[src/rtl/pwr_irq_pkg.sv]
package pwr_irq_pkg;

   typedef enum logic [1:0] {
      PS_OFF    = 2'd0,
      PS_ON     = 2'd1,
      PS_SLEEP  = 2'd2,
      PS_BACKUP = 2'd3
   } pwr_state_e;

   localparam int IRQ_N    = 3;
   localparam int BIT_WAKE = 0;
   localparam int BIT_DOWN = 1;
   localparam int BIT_POR  = 2;

endpackage

[src/rtl/pwr_evt_detect.sv]
module pwr_evt_detect
   import pwr_irq_pkg::*;
#(
   parameter bit SYNC_POR = 1'b0
) (
   input  logic             clk,
   input  logic             rst_n,
   input  logic [1:0]       state_i,
   input  logic             por_i,
   output logic [IRQ_N-1:0] evt_o
);

   logic             por_s;
   logic [IRQ_N-1:0] cond;
   logic [IRQ_N-1:0] cond_q;

   generate
      if (SYNC_POR) begin : g_por_sync
         logic [1:0] sync_q;
         always_ff @(posedge clk or negedge rst_n) begin
            if (!rst_n) sync_q <= 2'b11;
            else        sync_q <= {sync_q[0], por_i};
         end
         assign por_s = sync_q[1];
      end else begin : g_por_direct
         assign por_s = por_i;
      end
   endgenerate

   always_comb begin
      cond           = '0;
      cond[BIT_WAKE] = (state_i == PS_ON);
      cond[BIT_DOWN] = (state_i == PS_SLEEP) || (state_i == PS_OFF);
      cond[BIT_POR]  = por_s;
   end

   // previous-condition registers reset high: levels seen at reset exit are not events
   always_ff @(posedge clk or negedge rst_n) begin
      if (!rst_n) cond_q <= '1;
      else        cond_q <= cond;
   end

   generate
      for (genvar i = 0; i < IRQ_N; i++) begin : g_edge
         assign evt_o[i] = cond[i] & ~cond_q[i];
      end
   endgenerate

endmodule

[src/rtl/pwr_irq_regs.sv]
module pwr_irq_regs
   import pwr_irq_pkg::*;
#(
   parameter logic [IRQ_N-1:0] MASK_RESET = '1
) (
   input  logic             clk,
   input  logic             rst_n,
   input  logic [IRQ_N-1:0] set_i,
   input  logic             wr_status_i,
   input  logic             wr_mask_i,
   input  logic [IRQ_N-1:0] wbits_i,
   output logic [IRQ_N-1:0] status_o,
   output logic [IRQ_N-1:0] mask_o,
   output logic             irq_o
);

   logic [IRQ_N-1:0] status_q;
   logic [IRQ_N-1:0] mask_q;
   logic [IRQ_N-1:0] clr;
   logic [IRQ_N-1:0] status_d;
   logic             irq_q;

   assign clr      = wr_status_i ? wbits_i : '0;
   // a fresh event overrides a clear of the same bit
   assign status_d = (status_q & ~clr) | set_i;

   always_ff @(posedge clk or negedge rst_n) begin
      if (!rst_n) begin
         status_q <= '0;
         mask_q   <= MASK_RESET;
         irq_q    <= 1'b0;
      end else begin
         status_q <= status_d;
         if (wr_mask_i) mask_q <= wbits_i;
         irq_q    <= |(status_q & ~mask_q);
      end
   end

   assign status_o = status_q;
   assign mask_o   = mask_q;
   assign irq_o    = irq_q;

   generate
      for (genvar i = 0; i < IRQ_N; i++) begin : g_chk

         set_wins_chk: assert property (@(posedge clk) disable iff (!rst_n)
            set_i[i] |=> status_q[i]);

         w1c_clear_chk: assert property (@(posedge clk) disable iff (!rst_n)
            (wr_status_i && wbits_i[i] && !set_i[i]) |=> !status_q[i]);

         w0_keep_chk: assert property (@(posedge clk) disable iff (!rst_n)
            (status_q[i] && !(wr_status_i && wbits_i[i])) |=> status_q[i]);
      end
   endgenerate


   mask_hold_chk: assert property (@(posedge clk) disable iff (!rst_n)
      !wr_mask_i |=> $stable(mask_q));

   irq_raise_chk: assert property (@(posedge clk) disable iff (!rst_n)
      (|(status_q & ~mask_q)) |=> irq_q);

   irq_drop_chk: assert property (@(posedge clk) disable iff (!rst_n)
      !(|(status_q & ~mask_q)) |=> !irq_q);

endmodule

[src/rtl/pwr_state_irq.sv]
module pwr_state_irq
   import pwr_irq_pkg::*;
#(
   parameter int ADDR_W      = 4,
   parameter int DATA_W      = 16,
   parameter int STATUS_ADDR = 0,
   parameter int MASK_ADDR   = 1,
   parameter bit REG_RDATA   = 1'b1,
   parameter bit SYNC_POR    = 1'b0
) (
   input  logic              clk,
   input  logic              rst_n,
   input  logic [1:0]        pwr_state,
   input  logic              por_evt,
   input  logic              reg_wr_en,
   input  logic [ADDR_W-1:0] reg_addr,
   input  logic [DATA_W-1:0] reg_wdata,
   output logic [DATA_W-1:0] reg_rdata,
   output logic              irq_pwr,
   output logic              ind_on,
   output logic              ind_sleep
);

   localparam logic [ADDR_W-1:0] A_STATUS = ADDR_W'(STATUS_ADDR);
   localparam logic [ADDR_W-1:0] A_MASK   = ADDR_W'(MASK_ADDR);

   generate
      if (DATA_W < IRQ_N) begin : g_bad_width
         $error("DATA_W must hold all interrupt flags");
      end
      if (STATUS_ADDR == MASK_ADDR) begin : g_bad_map
         $error("status and mask addresses must differ");
      end
      if (STATUS_ADDR >= (1 << ADDR_W) || MASK_ADDR >= (1 << ADDR_W)) begin : g_bad_addr
         $error("register address does not fit ADDR_W");
      end
   endgenerate

   logic [IRQ_N-1:0]  evt;
   logic [IRQ_N-1:0]  status;
   logic [IRQ_N-1:0]  mask;
   logic              sel_status;
   logic              sel_mask;
   logic [DATA_W-1:0] rd_mux;

   assign sel_status = (reg_addr == A_STATUS);
   assign sel_mask   = (reg_addr == A_MASK);

   pwr_evt_detect #(
      .SYNC_POR (SYNC_POR)
   ) u_detect (
      .clk     (clk),
      .rst_n   (rst_n),
      .state_i (pwr_state),
      .por_i   (por_evt),
      .evt_o   (evt)
   );

   pwr_irq_regs #(
      .MASK_RESET ('1)
   ) u_regs (
      .clk         (clk),
      .rst_n       (rst_n),
      .set_i       (evt),
      .wr_status_i (reg_wr_en && sel_status),
      .wr_mask_i   (reg_wr_en && sel_mask),
      .wbits_i     (reg_wdata[IRQ_N-1:0]),
      .status_o    (status),
      .mask_o      (mask),
      .irq_o       (irq_pwr)
   );

   always_comb begin
      rd_mux = '0;
      if (sel_status)    rd_mux = DATA_W'(status);
      else if (sel_mask) rd_mux = DATA_W'(mask);
   end

   generate
      if (REG_RDATA) begin : g_rd_reg
         logic [DATA_W-1:0] rdata_q;
         always_ff @(posedge clk or negedge rst_n) begin
            if (!rst_n) rdata_q <= '0;
            else        rdata_q <= rd_mux;
         end
         assign reg_rdata = rdata_q;
      end else begin : g_rd_comb
         assign reg_rdata = rd_mux;
      end
   endgenerate

   assign ind_on    = (pwr_state == PS_ON);
   assign ind_sleep = (pwr_state == PS_SLEEP);


   sleep_off_quiet_chk: assert property (@(posedge clk) disable iff (!rst_n)
      (pwr_state == PS_OFF && $past(pwr_state) == PS_SLEEP) |-> !evt[BIT_DOWN]);

endmodule

[config.mk]
export PLATFORM = sky130hd
export DESIGN_NAME = pwr_state_irq
export DESIGN_NICKNAME = d
export VERILOG_FILES = /design/src/rtl/pwr_irq_pkg.sv /design/src/rtl/pwr_evt_detect.sv /design/src/rtl/pwr_irq_regs.sv /design/src/rtl/pwr_state_irq.sv
export SDC_FILE = /design/constraint.sdc
export NUM_CORES = 1
export LEC_CHECK = 0
export BUFFER_PORTS_ARGS = -buffer_cell sky130_fd_sc_hd__buf_2
export CORE_AREA = 2 2 43 45
export DETAILED_ROUTE_END_ITERATION = 8
export DIE_AREA = 0 0 45 47
export PLACE_DENSITY_LB_ADDON = 0.2
export SLEW_MARGIN = 20
export SYNTH_ARGS = -nofsm -noshare
export SYNTH_HDL_FRONTEND = slang
export SYNTH_SLANG_ARGS = --single-unit
[constraint.sdc]
create_clock -name clk -period 2.6 [get_ports clk]
set_clock_uncertainty 0.05 [all_clocks]
set_input_delay 0.39 -clock clk [delete_from_list [all_inputs] [get_ports clk]]
set_output_delay 0.39 -clock clk [all_outputs]
set_load 0.01 [all_outputs]
* Yosys cells after proc, flatten, opt, wreduce, memory -nomap -nowiden
Index checks and enable logic that the tools add are counted.
** Word-level totals
- Flip-flop bits (word level) :: 26
- Word-level logic and storage cells :: 28
- Output and inout port bits :: 19
- Input bits :: 26
** Cells by class
- Muxes and demuxes :: 3
- Bitwise gates (word level) :: 11
- Reductions and logical operators :: 6
- Equality and inequality tests :: 3
** Operators by type and width (count)
- $mux W16 :: 1
- $and A3 B3 Y3 :: 2
- $mux W3 :: 2
- $not A3 Y3 :: 2
- $eq A4 B1 Y1 const B :: 1
- $logic_not A4 Y1 :: 1
- $and A1 B1 Y1 :: 3
- $not A1 Y1 :: 3
- $or A3 B3 Y3 :: 1
- $reduce_or A3 Y1 :: 1
- $eq A2 B1 Y1 const B :: 1
- $eq A2 B2 Y1 const B :: 1
- $logic_and A1 B1 Y1 :: 2
- $logic_not A2 Y1 :: 1
- $logic_or A1 B1 Y1 :: 1

* Longest topological paths before layout
Gate-level depths: netlist of the first run.
- Word-level depth :: 6
- Mapped depth :: 4

* Hierarchy
A second synthesis of the first run with hierarchy kept.
** Second synthesis, totals
- Cell total of the unflattened synthesis :: 58
- Area total of the unflattened synthesis :: 648.1 sq um
** Modules (own cells, without submodules)
- pwr_irq_regs :: area each 269.0 sq um, instances 1, cells an instance 20
- pwr_state_irq :: area each 267.8 sq um, instances 1, cells an instance 30
- pwr_evt_detect :: area each 111.4 sq um, instances 1, cells an instance 8

* Least setup slack after synthesis of the first run
OpenSTA, ideal clock, no wires.
- Kind :: input-to-reg
- Start point :: input reg_addr[1]
- End point :: register u_regs.mask_q[0] (netlist: u_regs.mask_o[0])
- Slack :: 0.992 ns
- Data required time :: 2.468 ns
- Arrival time :: 1.476 ns
- Library setup time :: 0.082 ns
- Cell stages on the path :: 3
- Cell sequence :: or4b_4 or2_4 mux2_4
** Between the ends
- Longest elaborated chain between the ends :: 2
** RTL lines
- from (decl) :: line pwr_state_irq.sv:16 : input logic [ADDR_W-1:0] reg_addr,
- $eq A4 B1 Y1 :: line pwr_state_irq.sv:47 : assign sel_mask = (reg_addr == A_MASK);
- $logic_and A1 B1 Y1 :: line pwr_state_irq.sv:66 : .wr_mask_i (reg_wr_en && sel_mask),
- to (signal assigned) :: line pwr_irq_regs.sv:34 : if (wr_mask_i) mask_q <= wbits_i;
- to (decl) :: line pwr_irq_regs.sv:18 : logic [IRQ_N-1:0] mask_q;
No other way between the ends.
A chain may end at the register's enable or synchronous reset.

* Worst setup path after layout of the first run
- Start point :: input reg_addr[1]
- End point :: register u_regs.mask_q[1] (netlist: u_regs.mask_o[1])
The elaborated chain is that of the path after synthesis.

==> flow_summary.yaml, run 1 <==
timing:
  rsz0062_at_grt: "no"
  max_freq_mhz: 681
  setup_violations: 0
  fin_crit_ns: 1.47
  timing.final.crit_share_pct: 56.5
  hold_viol: 0
  slew_violations: 0
  hold-worst-slack_ns: 0.167
  final.setup.tns_ns: 0
grt:
  grt_pass1_wl_um: 1680
  grt_max_degree: 14
  overflow: 0
  grt_usage_pct: 12.2
  grt_pass1_vias: 391
  antenna_found_initial: 0
synth:
  ys_seq_area_share_pct: 51.8
  synth_seq_cells: 13
  avgSynthCellArea_um2: 11.5
  syn_inst: 56
  syn-cell-area_um2: 643
  yosys_warnings: 0
  synth_cell_types: 19
clocking:
  cts.path.max_buffers: 2
  postCtsSetupRepairBufs: 0
  path_clk_slew_ns: 0.08
  cts_tree: "built"
  cts_resized: 0
  holdBufCountCts: 1
  cts_sinks: 13
  ctsRootBufferMaster: "clkbuf_4"
  numCtsBuffers: 3
  htreeDepth: 1
  clock_latency_ns: 0.27
drt:
  drt_iter0_drc: 2
  routed_wl_um: 1020
  route.detailed.drc: 0
  first_pass_iters: 4
  post_drt_wl_per_cell_um: 10.8
  dr_total_vias: 414
  via_per_inst: 4.40
  drtAntennaViolNets: 0
die:
  core_area_mm2: 0.00165
  die_area_mm2: 0.00212
  fp.dieW_um: 45
  io_pins: 45
  core.rowCount: 15
  start_util_pct: 38.9
  die_h_um: 47
worst_setup_path:
  critical_path_class: "in -> reg"
  worstPathArrival_ns: 1.62
  required_ns: 2.75
  start_kind: "primary input"
  critPathCaptureType: "flip-flop"
  crit_fanout: 4
final_layout:
  layout.nets: 104
  fill_cells: 173
  final_cell_mix: "buf_2, conb_1, dfrtp_1"
  multi_input_area_um2: 235
  num_antenna_cells: 0
  syn_to_final_growth_pct: 14.2
  final_layout_size_suffix_gt1_share_pct: 41.6
  mostFrequentLayoutCell: "buf_2"
  regArea_um2: 333
placed_design:
  port_buffers: 18
  gp_congestion: 0.635
  dp_hpwl_um: 780
job:
  cap_violations: 0
power_and_ir_drop:
  finalPower_mw: 0.436
  power_leakage_nw: 0.390
  power.density_mw_per_mm2: 594
  ir_drop_uv: 422
outcome:
  status: "complete, no violations"
hold_path:
  min-delay-path-class: "in -> reg"
## final timing paths
path	from	endpoint	slack, ns	cells after the start
min in group asynchronous	rst_n	u_regs.status_o[2]	0.47	2
hold / removal	por_evt	u_detect.cond_q[2]	0.17	1
setup / recovery	reg_addr[1]	u_regs.mask_o[1]	1.13	4
max in group asynchronous	rst_n	u_regs.mask_o[2]	1.75	2
setup reg to reg	u_regs.mask_o[1]	u_regs.irq_o	1.65	2
hold reg to reg	u_detect.cond_q[1]	u_regs.status_o[1]	0.47	1
## critical path: stages
cell	delay, ns
buf_2	0.10
or4b_4	0.55
or2_4	0.28
mux2_4	0.30
## cell type report
cell class              instances  area share [%]
well taps                      17            2.90
repair buffers                 19            13.6
inverters                       5            2.56
multi-input cells              36            32.0
clock buffers                   4            3.58
flip-flops and latches         13            45.3
## cell usage after synthesis
library cell / number / area, µm²
or4b_4: 1 / 13.8
o22ai_1: 1 / 6.26
mux2i_1: 3 / 30.0
nand2b_1: 2 / 12.5
nor2b_1: 1 / 6.26
clkbuf_1: 1 / 3.75
or3_1: 1 / 6.26
mux2_4: 3 / 45.0
o221ai_1: 1 / 8.76
buf_4: 13 / 97.6
dfrtp_1: 7 / 175
conb_1: 1 / 3.75
dfstp_2: 6 / 158
o21ai_0: 2 / 10.0
nor3b_1: 2 / 15.0
nor2_1: 4 / 15.0
inv_1: 5 / 18.8
or2_4: 1 / 8.76
o32ai_1: 1 / 8.76
## stage by stage
stage	instances	util (%)	area [µm²]	setup slack, ns
6_report	94	44.5	734	1.13
3_5_place_dp	89	42.3	698	0.831
2_1_floorplan	68	-	688	0.992
3_3_place_gp	89	42.3	698	0.850
4_1_cts	94	44.5	734	1.13
5_1_grt	94	44.5	734	1.12
## cell families after synthesis
kind of cell	after synthesis	share of synthesized area (%)
buf+inv	19	18.7
flops	13	51.8
simple gates	12	12.1
mux	6	11.7
compound gates	5	5.25
other cells	1	0.583
## flip-flops by register name, indices dropped and copies added, names as in the netlist
register / count
u_regs.irq_o: 1
u_regs.status_o: 3
u_regs.mask_o: 3
reg_rdata: 3
u_detect.cond_q: 3
## layer usage
layer / GRT usage (%) / wire length (µm) / vias up
met4: 5.29 / 12 / 0
met2: 20.9 / 494 / 26
met1: 11.9 / 391 / 188
met5: 0 / 0 / -
li1: - / - / 198
met3: 7.31 / 120 / 2
## report_power, final
part / switching (mW) / internal [mW] / total [mW]
sequential: 0.0112 / 0.231 / 0.242
clock: 0.0634 / 0.0595 / 0.123
combinational: 0.0346 / 0.0362 / 0.0709
total: 0.109 / 0.327 / 0.436
(Power assumes the default switching activity.)
==> run 2: changes to the inputs <==
CORE_AREA = 2 2 44 46   (was 2 2 43 45)
DIE_AREA = 0 0 46 48   (was 0 0 45 47)
clock period = 1.47 ns   (was 2.6 ns; I/O delays follow)
==> flow_summary.yaml, run 2 (synthesis gave the netlist of run 1 again) <==
grt:
  use_met2_pct: 18.3
  use_met3_pct: 3.40
  grt_pass1_vias: 392
  overflow: 0
  use_met1_pct: 12.4
  antenna_found_initial: 0
  grt_max_degree: 14
  busiest_layer: "met2"
  grt_pass1_wl_um: 1640
  grt_usage_pct: 11.3
hold_path:
  min-delay-path-class: "in -> reg"
  hold_start: "pwr_state[1]"
power_and_ir_drop:
  pwr-share-seq_pct: 55.6
  p_comb_share_pct: 16.6
  power_leakage_nw: 0.398
  sw_frac_of_total_pct: 24.8
  p_int_mw: 0.580
  power.density_mw_per_mm2: 1030
  p_sw_mw: 0.191
  clockPowerShare_pct: 27.8
  ir_drop_uv: 367
clocking:
  clock_latency_ns: 0.27
  cts_resized: 0
  path_clk_slew_ns: 0.08
  cts_tree: "built"
  cts.path.max_buffers: 2
  cts_sinks: 13
  postCtsSetupRepairBufs: 0
  numCtsBuffers: 3
  ctsRootBufferMaster: "clkbuf_4"
  htreeDepth: 1
timing:
  rsz0062_at_grt: "no"
  setup_violations: 0
  max_freq_mhz: 785
  timing.final.crit_share_pct: 86.7
  hold_viol: 0
  slew_violations: 0
  fin_crit_ns: 1.27
final_layout:
  syn_to_final_growth_pct: 16.9
  final_cell_mix: "buf_2, conb_1, dfrtp_1"
  fill_cells: 175
  num_antenna_cells: 0
  layout.nets: 106
  layout.cells.non_filler: 96
  design_area_um2: 752
  final_layout_size_suffix_gt1_share_pct: 41.8
  mostFrequentLayoutCell: "buf_2"
worst_setup_path:
  required_ns: 1.62
  rr_startpoint: "u_regs.mask_o[1]"
  slowest_delay_ns: 0.53
  start_kind: "primary input"
  critPathCaptureType: "flip-flop"
  worstPathArrival_ns: 1.42
  cp_cell_sequence: "buf_2 > or4b_4 > or2_4 > mux2_4"
  slowest_stage: "or4b_4"
  path_delay_family: "simple AND/OR/NAND/NOR gates"
  crit_fanout: 3
  critical_path_class: "in -> reg"
  worst-path-buf-inv: 1
  crit_start: "reg_addr[1]"
drt:
  post_drt_wl_per_cell_um: 10.9
  drtAntennaViolNets: 0
  routed_wl_um: 1050
  drt_iter0_drc: 0
  route.detailed.drc: 0
  dr_total_vias: 405
  via_per_inst: 4.22
  first_pass_iters: 1
job:
  cap_violations: 0
die:
  die_area_mm2: 0.00221
  core.rowCount: 15
  io_pins: 45
  fp.dieW_um: 46
  die_h_um: 48
  start_util_pct: 38.1
  core_area_mm2: 0.00169
outcome:
  status: "complete, no violations"
placed_design:
  dp_hpwl_um: 836
  dp.cells: 90
  post_dp_cell_area_um2: 706
  gp_congestion: 0.673
  port_buffers: 18
-- run 2: per-stage QoR --
stage | setup WS (ns) | setup TNS, ns | total power [mW] | hold slack, ns | utilization (%)
after floorplan | 0.0311 | 0 | 0.537 | -0.125 | -
after global placement | -0.0817 | -0.287 | 0.556 | 0.0709 | 41.8
after detailed placement | -0.0884 | -0.293 | 0.561 | 0.0748 | 41.8
after CTS | 0.201 | 0 | 0.787 | 0.0365 | 44.5
after global routing | 0.197 | 0 | 0.821 | 0.0368 | 44.5
final | 0.196 | 0 | 0.771 | 0.0460 | 44.5
-- run 2: worst reg2reg max path, cell delays in order (launching register included) --
cell	delay (ns)
dfstp_2	0.55
nand2b_1	0.11
o221ai_1	0.12
-- run 2: final cells by class --
cell class	instances	area (µm²)	area share (%)
sequential	13	333	44.3
multi-input combinational	36	235	31.3
tap	17	21.3	2.83
clock buffer	4	26.3	3.49
inverter	5	18.8	2.50
timing repair buffer	21	118	15.6
-- run 2: final timing paths --
check                                endpoint  cells after the start  slack [ns]
max in group asynchronous    u_regs.mask_o[1]                      2        0.78
hold reg to reg            u_regs.status_o[2]                      1        0.49
hold / removal             u_detect.cond_q[0]                      2        0.05
setup reg to reg                 u_regs.irq_o                      2        0.51
min in group asynchronous        reg_rdata[2]                      2        0.32
setup / recovery             u_regs.mask_o[1]                      4        0.20
-- run 2: repair_timing --
item                       4_1_cts  5_1_grt
setup endpoints to repair        0        0
hold endpoints to repair         8        0
hold buffers                     2        0
-- run 2: per-layer routing --
metal  routed length (µm)  vias up
met5                    0        -
met4                    9        0
met3                   74        2
met2                  531       18
met1                  435      180
li1                     -      205
-- run 2: power groups by stage --
stage	registers, mW	logic (mW)	clock network, mW
after floorplan	0.433	0.104	0
after global placement	0.433	0.123	0
after detailed placement	0.435	0.126	0
after CTS	0.429	0.130	0.228
after global routing	0.434	0.142	0.245
final	0.429	0.128	0.215
==> run 3: changes to the inputs <==
ABC_AREA = 1   (was unset)
CORE_AREA = 2 2 45 47   (was 2 2 44 46)
DIE_AREA = 0 0 47 49   (was 0 0 46 48)
PLACE_DENSITY = 0.72   (was unset)
PLACE_DENSITY_LB_ADDON = unset   (was 0.2)
==> flow_summary.yaml, run 3 <==
worst_setup_path:
  start_kind: "flip-flop"
  critPathCapture: "reg_rdata[0]"
  reg2regPathDepth: 3
  required_ns: 1.20
  r2r-end: "u_regs.irq_o"
  slowest_stage: "dfrtp_1"
  cp_num_cells: 1
  cp_cell_sequence: "buf_2"
  worstPathArrival_ns: 0.76
  reg2reg_slack_ns: 0.61
  crit_start: "reg_rdata[0]"
  slowest_delay_ns: 0.36
  worst-path-buf-inv: 1
  critical_path_class: "reg -> out"
  path_delay_family: "flip-flops"
  rr_startpoint: "u_regs.mask_o[1]"
  critPathCaptureType: "output port"
  crit_fanout: 1
clocking:
  cts.path.max_buffers: 2
  ctsRootBufferMaster: "clkbuf_4"
  cts_sinks: 13
  path_clk_slew_ns: 0.08
  cts_tree: "built"
  cts_resized: 0
  numCtsBuffers: 3
  htreeDepth: 1
  clock_latency_ns: 0.27
final_layout:
  layout.cells.non_filler: 123
  mostFrequentLayoutCell: "buf_2"
  layout.nets: 123
  num_antenna_cells: 0
  final_cell_mix: "buf_2, nand2_1, conb_1"
  syn_to_final_growth_pct: 17.8
  utilization_pct: 42.3
  final_layout_size_suffix_gt1_share_pct: 33.3
synth:
  synth_common_cells: "nand2_1, buf_4, inv_1"
  synth_top_family_by_area: "simple AND/OR/NAND/NOR gates"
  synth_ff_type: "dfrtp_1"
  synth_cell_types: 14
  synthTopCellsByArea: "dfrtp_1, dfstp_2, buf_4"
  synth-compound-area-share_pct: 4.55
  syn-cell-area_um2: 661
  ys_seq_area_share_pct: 50.4
  yosys_warnings: 0
  synth.mux.area_fraction_pct: 0
  synth_seq_cells: 13
  yosysTopAreaCellShare_pct: 26.5
  avgSynthCellArea_um2: 9.05
  ys_async_sr_fraction_pct: 100
  synth_adder_area_share_pct: 0
  synth_top_cell_by_area: "dfrtp_1"
  synth_most_common_cell: "nand2_1"
  syn_inst: 73
  synth_edf_count: 0
  synthSimpleGateAreaFrac_pct: 23.5
  synth_xor_area_share_pct: 0
die:
  start_util_pct: 35.9
  die_h_um: 49
  io_pins: 45
  fp.dieW_um: 47
  core_area_mm2: 0.00184
  die_area_mm2: 0.00230
  core.rowCount: 16
power_and_ir_drop:
  ir_drop_uv: 610
  p_sw_mw: 0.205
  p_int_mw: 0.553
  pwr-share-seq_pct: 54.7
  p_comb_share_pct: 16.4
  clockPowerShare_pct: 28.9
  finalPower_mw: 0.757
  power.density_mw_per_mm2: 973
  power_leakage_nw: 0.409
  sw_frac_of_total_pct: 27.0
timing:
  fin_ws_ns: 0.435
  setup_violations: 0
  max_freq_mhz: 966
  hold_viol: 0
  rsz0062_at_grt: "no"
  slew_violations: 0
  fin_crit_ns: 1.04
  timing.final.crit_share_pct: 70.4
  final.setup.tns_ns: 0
grt:
  grt_max_degree: 14
  grt_pass1_wl_um: 1610
  overflow: 0
  grt_pass1_vias: 408
  antenna_found_initial: 0
  grt_usage_pct: 10.1
drt:
  dr_total_vias: 462
  drt_iter0_drc: 1
  first_pass_iters: 3
  routed_wl_um: 1030
  route.detailed.drc: 0
  drtAntennaViolNets: 0
  post_drt_wl_per_cell_um: 8.38
  via_per_inst: 3.76
hold_path:
  min-delay-path-class: "in -> reg"
placed_design:
  preCtsSetupSlack_ns: 0.482
  port_buffers: 18
  gp_congestion: 0.864
  dp_hpwl_um: 822
  dp.cells: 117
outcome:
  status: "complete, no violations"
job:
  cap_violations: 0
## run 3: metal layers
metal	track usage [%]	vias to the layer above	share of wire, %
met5	0	-	0
met4	4.17	0	0.97
met3	6.30	2	10
met2	15.1	25	47
met1	11.3	187	42
li1	-	248	-
## run 3: how the worst min path moves through the flow
stage	from	end	slack, ns	depth (start not counted)
6_report	pwr_state[0]	u_detect.cond_q[1]	0.04	2
5_1_grt	pwr_state[0]	u_detect.cond_q[1]	0.03	2
4_1_cts	pwr_state[0]	u_detect.cond_q[1]	0.02	2
3_5_place_dp	rst_n	reg_rdata[0]	0.07	1
3_3_place_gp	rst_n	reg_rdata[0]	0.06	1
2_1_floorplan	rst_n	reg_rdata[0]	-0.13	0
## run 3: through the flow
stage / area [µm²] / hold WS (ns)
global placement: 732 / 0.0617
finish: 778 / 0.0398
CTS: 778 / 0.0240
floorplan: 706 / -0.125
detailed placement: 732 / 0.0713
global route: 778 / 0.0291
## run 3: repair_timing
item / 4_1_cts / 5_1_grt
hold endpoints to repair: 8 / 0
hold buffers: 2 / 0
buffers inserted: 0 / 0
## run 3: layout make-up
class	count	area [µm²]
clock buffer	4	26.3
inverter	11	41.3
fill	195	1060
tap	27	33.8
multi-input combinational	48	234
timing repair buffer	20	110
sequential	13	333
## run 3: power by group through the flow
stage	clock [mW]	sequential (mW)	combinational, mW
floorplan	0	0.422	0.0978
global placement	0	0.420	0.118
detailed placement	0	0.421	0.122
CTS	0.233	0.415	0.127
global route	0.244	0.419	0.143
finish	0.219	0.415	0.124
## run 3: cells by family after synthesis
logic type             count (synthesis)
buffers and inverters                 24
DFF                                   13
and+or+nand+nor                       29
other                                  1
AOI/OAI and AO/OA                      6
